===== src/rtl/memsel_pkg.sv =====
package memsel_pkg;
  localparam int FIELD_W = 2;
  localparam int MS_W    = 2;

  typedef enum logic [FIELD_W-1:0] {
    FLD_BASE = 2'd0,
    FLD_SIZE = 2'd1,
    FLD_ATTR = 2'd2,
    FLD_TYPE = 2'd3
  } cfg_field_e;

  localparam int ATTR_VALID_BIT = 0;
  localparam int ATTR_RO_BIT    = 1;
  localparam int ATTR_PAR_BIT   = 2;
  localparam int ATTR_MS_LSB    = 4;
  localparam int TYPE_MASK_LSB  = 8;
endpackage


===== src/rtl/memsel_cfg.sv =====
module memsel_cfg
  import memsel_pkg::*;
#(
  parameter int NBANK  = 8,
  parameter int ADDR_W = 32,
  parameter int DATA_W = 32,
  parameter int SIZE_W = 4,
  parameter int TYPE_W = 4,
  localparam int IDX_W = $clog2(NBANK)
) (
  input  logic                clk,
  input  logic                rst,
  input  logic                we,
  input  logic [IDX_W-1:0]    bank,
  input  logic [FIELD_W-1:0]  field,
  input  logic [DATA_W-1:0]   data,
  output logic [ADDR_W-1:0]   base_q  [NBANK],
  output logic [SIZE_W-1:0]   size_q  [NBANK],
  output logic                valid_q [NBANK],
  output logic                ro_q    [NBANK],
  output logic                par_q   [NBANK],
  output logic [MS_W-1:0]     ms_q    [NBANK],
  output logic [TYPE_W-1:0]   tcode_q [NBANK],
  output logic [TYPE_W-1:0]   tmask_q [NBANK]
);
  for (genvar b = 0; b < NBANK; b++) begin : g_bank
    logic sel;
    assign sel = we && (bank == IDX_W'(b));
    always_ff @(posedge clk) begin
      if (rst) begin
        base_q[b]  <= '0;
        size_q[b]  <= '0;
        valid_q[b] <= 1'b0;
        ro_q[b]    <= 1'b0;
        par_q[b]   <= 1'b0;
        ms_q[b]    <= '0;
        tcode_q[b] <= '0;
        tmask_q[b] <= '0;
      end else if (sel) begin
        case (cfg_field_e'(field))
          FLD_BASE: base_q[b] <= data[ADDR_W-1:0];
          FLD_SIZE: size_q[b] <= data[SIZE_W-1:0];
          FLD_ATTR: begin
            valid_q[b] <= data[ATTR_VALID_BIT];
            ro_q[b]    <= data[ATTR_RO_BIT];
            par_q[b]   <= data[ATTR_PAR_BIT];
            ms_q[b]    <= data[ATTR_MS_LSB +: MS_W];
          end
          FLD_TYPE: begin
            tcode_q[b] <= data[0 +: TYPE_W];
            tmask_q[b] <= data[TYPE_MASK_LSB +: TYPE_W];
          end
          default: ;
        endcase
      end
    end
  end
endmodule


===== src/rtl/memsel_bank_match.sv =====
module memsel_bank_match #(
  parameter int ADDR_W    = 32,
  parameter int SIZE_W    = 4,
  parameter int TYPE_W    = 4,
  parameter int MIN_SHIFT = 15,
  parameter int MAX_CODE  = 11
) (
  input  logic [ADDR_W-1:0] addr,
  input  logic [TYPE_W-1:0] atype,
  input  logic [ADDR_W-1:0] base,
  input  logic [SIZE_W-1:0] size,
  input  logic              valid,
  input  logic [TYPE_W-1:0] tcode,
  input  logic [TYPE_W-1:0] tmask,
  output logic              addr_hit,
  output logic              type_ok
);
  logic [SIZE_W-1:0] code_c;
  logic [ADDR_W-1:0] keep;

  always_comb begin
    code_c   = (size > SIZE_W'(MAX_CODE)) ? SIZE_W'(MAX_CODE) : size;
    keep     = {ADDR_W{1'b1}} << (MIN_SHIFT + int'(code_c));
    addr_hit = valid && (((addr ^ base) & keep) == '0);
    type_ok  = (((atype ^ tcode) & tmask) == '0);
  end
endmodule


===== src/rtl/memsel_select.sv =====
module memsel_select
  import memsel_pkg::*;
#(
  parameter int NBANK = 8,
  localparam int IDX_W = $clog2(NBANK)
) (
  input  logic             clk,
  input  logic             rst,
  input  logic             acc_valid,
  input  logic             acc_write,
  input  logic             hit   [NBANK],
  input  logic             tok   [NBANK],
  input  logic             ro    [NBANK],
  input  logic             par   [NBANK],
  input  logic [MS_W-1:0]  msel  [NBANK],
  output logic [NBANK-1:0] cs,
  output logic [MS_W-1:0]  ms,
  output logic             par_en,
  output logic             wp_err,
  output logic             type_err,
  output logic             no_match
);
  logic             found;
  logic [IDX_W-1:0] win;
  logic             grant, wp_d, te_d, nm_d;

  always_comb begin
    found = 1'b0;
    win   = '0;
    for (int i = NBANK - 1; i >= 0; i--) begin
      if (hit[i]) begin
        found = 1'b1;
        win   = IDX_W'(i);
      end
    end
    te_d  = acc_valid && found && !tok[win];
    wp_d  = acc_valid && found && tok[win] && acc_write && ro[win];
    grant = acc_valid && found && !te_d && !wp_d;
    nm_d  = acc_valid && !found;
  end

  always_ff @(posedge clk) begin
    if (rst) begin
      cs       <= '0;
      ms       <= '0;
      par_en   <= 1'b0;
      wp_err   <= 1'b0;
      type_err <= 1'b0;
      no_match <= 1'b0;
    end else begin
      cs       <= grant ? (NBANK'(1) << win) : '0;
      ms       <= grant ? msel[win] : '0;
      par_en   <= grant && par[win];
      wp_err   <= wp_d;
      type_err <= te_d;
      no_match <= nm_d;
    end
  end

  AST_CS_ONEHOT: assert property (@(posedge clk) disable iff (rst)
    $onehot0(cs));
  AST_IDLE_QUIET: assert property (@(posedge clk) disable iff (rst)
    !$past(acc_valid) |-> (cs == '0 && !no_match && !wp_err && !type_err));
  AST_WP_NO_CS: assert property (@(posedge clk) disable iff (rst)
    wp_err |-> (cs == '0 && !type_err));
  AST_TYPE_NO_CS: assert property (@(posedge clk) disable iff (rst)
    type_err |-> (cs == '0));
  AST_ONE_OUTCOME: assert property (@(posedge clk) disable iff (rst)
    $countones({|cs, wp_err, type_err, no_match}) <= 1);
  AST_PAR_WITH_CS: assert property (@(posedge clk) disable iff (rst)
    (par_en || ms != '0) |-> (cs != '0));
endmodule


===== src/rtl/memsel_top.sv =====
module memsel_top
  import memsel_pkg::*;
#(
  parameter int NBANK     = 8,
  parameter int ADDR_W    = 32,
  parameter int EXT_W     = 26,
  parameter int DATA_W    = 32,
  parameter int SIZE_W    = 4,
  parameter int TYPE_W    = 4,
  parameter int MIN_SHIFT = 15,
  parameter int MAX_CODE  = 11,
  localparam int IDX_W    = $clog2(NBANK)
) (
  input  logic               clk,
  input  logic               rst,
  input  logic               acc_valid,
  input  logic               acc_write,
  input  logic               acc_ext,
  input  logic [ADDR_W-1:0]  acc_addr,
  input  logic [TYPE_W-1:0]  acc_type,
  input  logic               cfg_we,
  input  logic [IDX_W-1:0]   cfg_bank,
  input  logic [FIELD_W-1:0] cfg_field,
  input  logic [DATA_W-1:0]  cfg_data,
  output logic [NBANK-1:0]   cs,
  output logic [MS_W-1:0]    ms,
  output logic               par_en,
  output logic               wp_err,
  output logic               type_err,
  output logic               no_match
);
  logic [ADDR_W-1:0] base_q  [NBANK];
  logic [SIZE_W-1:0] size_q  [NBANK];
  logic              valid_q [NBANK];
  logic              ro_q    [NBANK];
  logic              par_q   [NBANK];
  logic [MS_W-1:0]   ms_q    [NBANK];
  logic [TYPE_W-1:0] tcode_q [NBANK];
  logic [TYPE_W-1:0] tmask_q [NBANK];
  logic              hit     [NBANK];
  logic              tok     [NBANK];
  logic [ADDR_W-1:0] eff_addr;

  assign eff_addr = acc_ext ? {{(ADDR_W-EXT_W){1'b0}}, acc_addr[EXT_W-1:0]} : acc_addr;

  memsel_cfg #(
    .NBANK(NBANK), .ADDR_W(ADDR_W), .DATA_W(DATA_W),
    .SIZE_W(SIZE_W), .TYPE_W(TYPE_W)
  ) u_cfg (
    .clk(clk), .rst(rst), .we(cfg_we), .bank(cfg_bank), .field(cfg_field),
    .data(cfg_data), .base_q(base_q), .size_q(size_q), .valid_q(valid_q),
    .ro_q(ro_q), .par_q(par_q), .ms_q(ms_q), .tcode_q(tcode_q), .tmask_q(tmask_q)
  );

  for (genvar b = 0; b < NBANK; b++) begin : g_match
    memsel_bank_match #(
      .ADDR_W(ADDR_W), .SIZE_W(SIZE_W), .TYPE_W(TYPE_W),
      .MIN_SHIFT(MIN_SHIFT), .MAX_CODE(MAX_CODE)
    ) u_match (
      .addr(eff_addr), .atype(acc_type), .base(base_q[b]), .size(size_q[b]),
      .valid(valid_q[b]), .tcode(tcode_q[b]), .tmask(tmask_q[b]),
      .addr_hit(hit[b]), .type_ok(tok[b])
    );
  end

  memsel_select #(.NBANK(NBANK)) u_sel (
    .clk(clk), .rst(rst), .acc_valid(acc_valid), .acc_write(acc_write),
    .hit(hit), .tok(tok), .ro(ro_q), .par(par_q), .msel(ms_q),
    .cs(cs), .ms(ms), .par_en(par_en), .wp_err(wp_err),
    .type_err(type_err), .no_match(no_match)
  );

  AST_EXT_HIGH_ZERO: assert property (@(posedge clk) disable iff (rst)
    (acc_valid && acc_ext) |-> (eff_addr[ADDR_W-1:EXT_W] == '0));
  AST_NM_FOLLOWS_VALID: assert property (@(posedge clk) disable iff (rst)
    no_match |-> $past(acc_valid));
endmodule


===== config.mk =====
export PLATFORM = sky130hd
export DESIGN_NAME = memsel_top
export DESIGN_NICKNAME = d
export VERILOG_FILES = /design/src/rtl/memsel_pkg.sv /design/src/rtl/memsel_cfg.sv /design/src/rtl/memsel_bank_match.sv /design/src/rtl/memsel_select.sv /design/src/rtl/memsel_top.sv
export SDC_FILE = /design/constraint.sdc
export NUM_CORES = 1
export LEC_CHECK = 0
export BUFFER_PORTS_ARGS = -buffer_cell sky130_fd_sc_hd__buf_4
export CAP_MARGIN = 20
export CELL_PAD_IN_SITES_DETAIL_PLACEMENT = 1
export CELL_PAD_IN_SITES_GLOBAL_PLACEMENT = 2
export CORE_AREA = 8 8 240 242
export DETAILED_ROUTE_END_ITERATION = 7
export DIE_AREA = 0 0 248 250
export GPL_TIMING_DRIVEN = 0
export HOLD_SLACK_MARGIN = 0.12
export PLACE_DENSITY_LB_ADDON = 0.1
export SLEW_MARGIN = 20
export SYNTH_ARGS = -nofsm -noshare
export SYNTH_HDL_FRONTEND = slang
export SYNTH_SLANG_ARGS = --single-unit

===== constraint.sdc =====
create_clock -name clk -period 4.9 [get_ports clk]
set_input_delay 0.735 -clock clk [delete_from_list [all_inputs] [get_ports clk]]
set_output_delay 0.735 -clock clk [all_outputs]
set_load 0.01 [all_outputs]

==> impl_metrics.tcl <==
set metrics [dict create \
    outcome "complete, no violations" \
    grt_setup_unrepaired "false" \
    yosysUniqueCellTypes 86 \
    pwr-share-comb_pct 9.4 \
    clock_skew_ns 0.0250 \
    ys_seq_area_share_pct 38.4 \
    ir_drop_v 0.000241 \
    ff2ff_path_depth 17 \
    clock_latency_ns 0.60 \
    power.density_mw_per_mm2 320 \
    gr-total-overflow 0 \
    sw_frac_of_total_pct 27.0 \
    fp-row-count 85 \
    p_leak_nw 7.95 \
    synth_top_area_cell "dfxtp_1" \
    antenna_left 0 \
    netlist_area_mm2 0.0196 \
    cts_buffers 46 \
    async_flop_share_pct 0 \
    grt_pass1_vias 18800 \
    via_per_inst 5.62 \
    yosys-top-cells-area "dfxtp_1 38%, nand2_1 11%, a21oi_1 8.3%, xor2_1 6.1%, mux2i_1 5.6%" \
    path_clk_slew_ns 0.06 \
    hold_buffers 0 \
    relSlewSlack_pct 24.0 \
    gp_congestion 0.903 \
    start_kind "flop" \
    dp_hpwl_um 64700 \
    cp_data_required_time_ns 5.42 \
    fin_nets 2682 \
    synth.avg_cell_area_um2 7.85 \
    core-area_mm2 0.0535 \
    routed_wl_um 86000 \
    drt_iter0_markers 1375 \
    fillers 6587 \
    final-hold-violation-count 0 \
    layout_setup_ws_ns 0.261 \
    root_buffer "clkbuf_16" \
    r2r_end "u_sel.type_err" \
    netlist_top_cells_count "552 x nand2_1, 376 x dfxtp_1, 326 x a21oi_1" \
    final_cells 3307 \
    routedWlPerCell_um 26.0 \
    period_needed_ns 4.64 \
    dieArea_mm2 0.0620 \
    dp_cells 3229 \
    htree_levels 2 \
    setup_viol 0 \
    drc_errors 0 \
    maxSlewViolCount 0 \
    die_x_um 248 \
    via_count 18600 \
    yosys_warnings 0 \
    antenna_found_initial 0 \
    whs_ns 0.456 \
    rr_startpoint "u_cfg.size_q[15]" \
    antennaDiodeCount 0 \
    synth_edf_count 0 \
    crit_path_max_fanout 11 \
    post-route-period-util_pct 94.7 \
    grt_use_total_pct 27.0 \
    worstHoldPathType "reg -> reg" \
    synth_flop_cell "dfxtp_1" \
    cp.arrival_ns 5.16 \
    fmax_mhz 216 \
    area_growth_pct 14.0 \
    cp-startpoint "u_cfg.size_q[15]" \
    crit_path_end "u_sel.type_err" \
    drv_cap 0 \
    power.internal_mw 5.22 \
    ys_ff_latch 376 \
    worstSetupPathType "reg -> reg" \
    seqPwrFrac_pct 43.3 \
    grt_max_degree 13 \
    numPortBuffers 30 \
    power.switching_mw 1.93 \
    synth_top_area_share_pct 38.4 \
    clock_path_buffers 3 \
    cts_tree "done" \
    clkPwrFrac_pct 47.3 \
    yosysMostFrequentCell "nand2_1" \
    synthesis.nets 2603 \
    syn_inst 2500 \
    drive_above_1_share_pct 7.93 \
    fp.dieH_um 250 \
    cp-end-kind "flop" \
    grt_pass1_wl_um 125000 \
    first_pass_iters 6 \
    r2r_slack_ns 0.26 \
    start_util_pct 36.7 \
    cts.sinks 376 \
    worst_pin_slew_ns 1.13 \
    dp_worst_setup_slack_ns -0.612 \
    ios 93 \
]
==> cells by family (layout without fill, tap and decap cells) <==
| family | count (synthesis) | count (layout) | share of synthesized area (%) |
|---|---|---|---|
| XOR/XNOR | 261 | 261 | 11.6 |
| buffers and inverters | 248 | 358 | 5.09 |
| multiplexers | 111 | 111 | 5.67 |
| adder cells (fa/ha/maj) | 28 | 28 | 1.74 |
| AO/OA/AOI/OAI | 550 | 551 | 16.9 |
| flip-flops | 376 | 376 | 38.4 |
| AND/OR/NAND/NOR | 926 | 926 | 20.6 |
==> final cells by class <==
type | instances | area [um2] | area share (%)
Clock buffer | 70 | 1400 | 6.27
Timing Repair Buffer | 36 | 279 | 1.25
Inverter | 32 | 120 | 0.537
Clock inverter | 10 | 56.3 | 0.252
Multi-Input combinational cell | 1877 | 11200 | 50.3
Buffer | 210 | 862 | 3.85
Tap cell | 696 | 871 | 3.89
Sequential cell | 376 | 7530 | 33.7
==> sequential cells by signal, indices dropped and copies added (netlist names), 2 cells and up <==
signal / cells
u_sel.cs: 8
u_cfg.ms_q: 16
u_cfg.valid_q: 8
u_cfg.tmask_q: 32
u_sel.ms: 2
u_cfg.par_q: 8
u_cfg.size_q: 32
u_cfg.tcode_q: 32
u_cfg.base_q: 226
u_cfg.ro_q: 8
==> how the worst min path moves through the flow <==
stage	start	to	cells after the start
final	u_cfg.ms_q[14]	u_cfg.ms_q[14]	2
after global routing	cfg_data[2]	u_cfg.size_q[30]	3
after CTS	cfg_data[2]	u_cfg.size_q[30]	3
after detailed placement	u_cfg.ms_q[14]	u_cfg.ms_q[14]	2
after global placement	u_cfg.ro_q[6]	u_cfg.ro_q[6]	2
after floorplan	u_cfg.ms_q[10]	u_cfg.ms_q[10]	2
==> what timing repair did <==
action	CTS	global route
resized for setup	6	23
gates cloned	0	1
setup buffers	1	2
pin swaps	0	1
endpoints found under the hold margin	0	0
endpoints found under the setup margin	13	13
==> metrics by stage <==
stage	utilization [%]	total power, mW	setup TNS, ns	instance area [um2]
floorplan	-	3.52	0	19600
global placement	38.7	3.81	-9.61	20700
detailed placement	38.8	3.82	-7.70	20800
CTS	41.6	7.20	0	22300
global route	41.8	7.35	0	22400
finish	41.8	7.15	0	22400
==> power by group through the flow <==
stage	combinational, mW	sequential [mW]	clock [mW]
finish	0.673	3.10	3.38
global route	0.707	3.10	3.55
CTS	0.664	3.10	3.43
detailed placement	0.659	3.16	0
global placement	0.651	3.16	0
floorplan	0.366	3.16	0
==> worst max-delay path, cell delays in order, from the launching register on <==
cell      delay, ns
dfxtp_1        0.33
clkbuf_2       0.20
a21o_1         0.21
inv_1          0.06
ha_1           0.24
inv_1          0.09
ha_2           0.46
inv_1          0.13
a222oi_1       0.38
nand3_1        0.12
or4b_1         0.52
or3_4          0.49
o211a_2        0.23
nor2_1         0.26
a21oi_1        0.15
a32oi_2        0.36
buf_6          0.21
and2_1         0.13
==> layout by cell type (no fill, tap or decap), drive strengths merged, types with 9 or more instances in the layout <==
cell type and instances:
a211oi 15, nand3 53, o22ai 15, nand2b 18
o21ai 53, dfxtp 376, a21o 11, xor2 137
a31oi 21, nand4 10, a22oi 18, xnor2 124
buf 56, nand2 552, and2 9, o32ai 14
or2 10, inv 33, nor2b 18, nor2 168
clkbuf 260, a21oi 326, mux2i 110, nor4bb 10
ha 24, nor3 30
==> metal layers <==
layer / global-route usage, % / part of all wire (%) / wire (um) / up-vias
met5: 0 / 0 / 0 / -
met4: 9.93 / 3.7 / 3140 / 0
met3: 3.94 / 4.9 / 4250 / 142
met2: 43.4 / 46 / 39400 / 498
met1: 36.2 / 46 / 39300 / 9347
li1: - / - / - / 8586
Power figures use the tool's default switching activity.
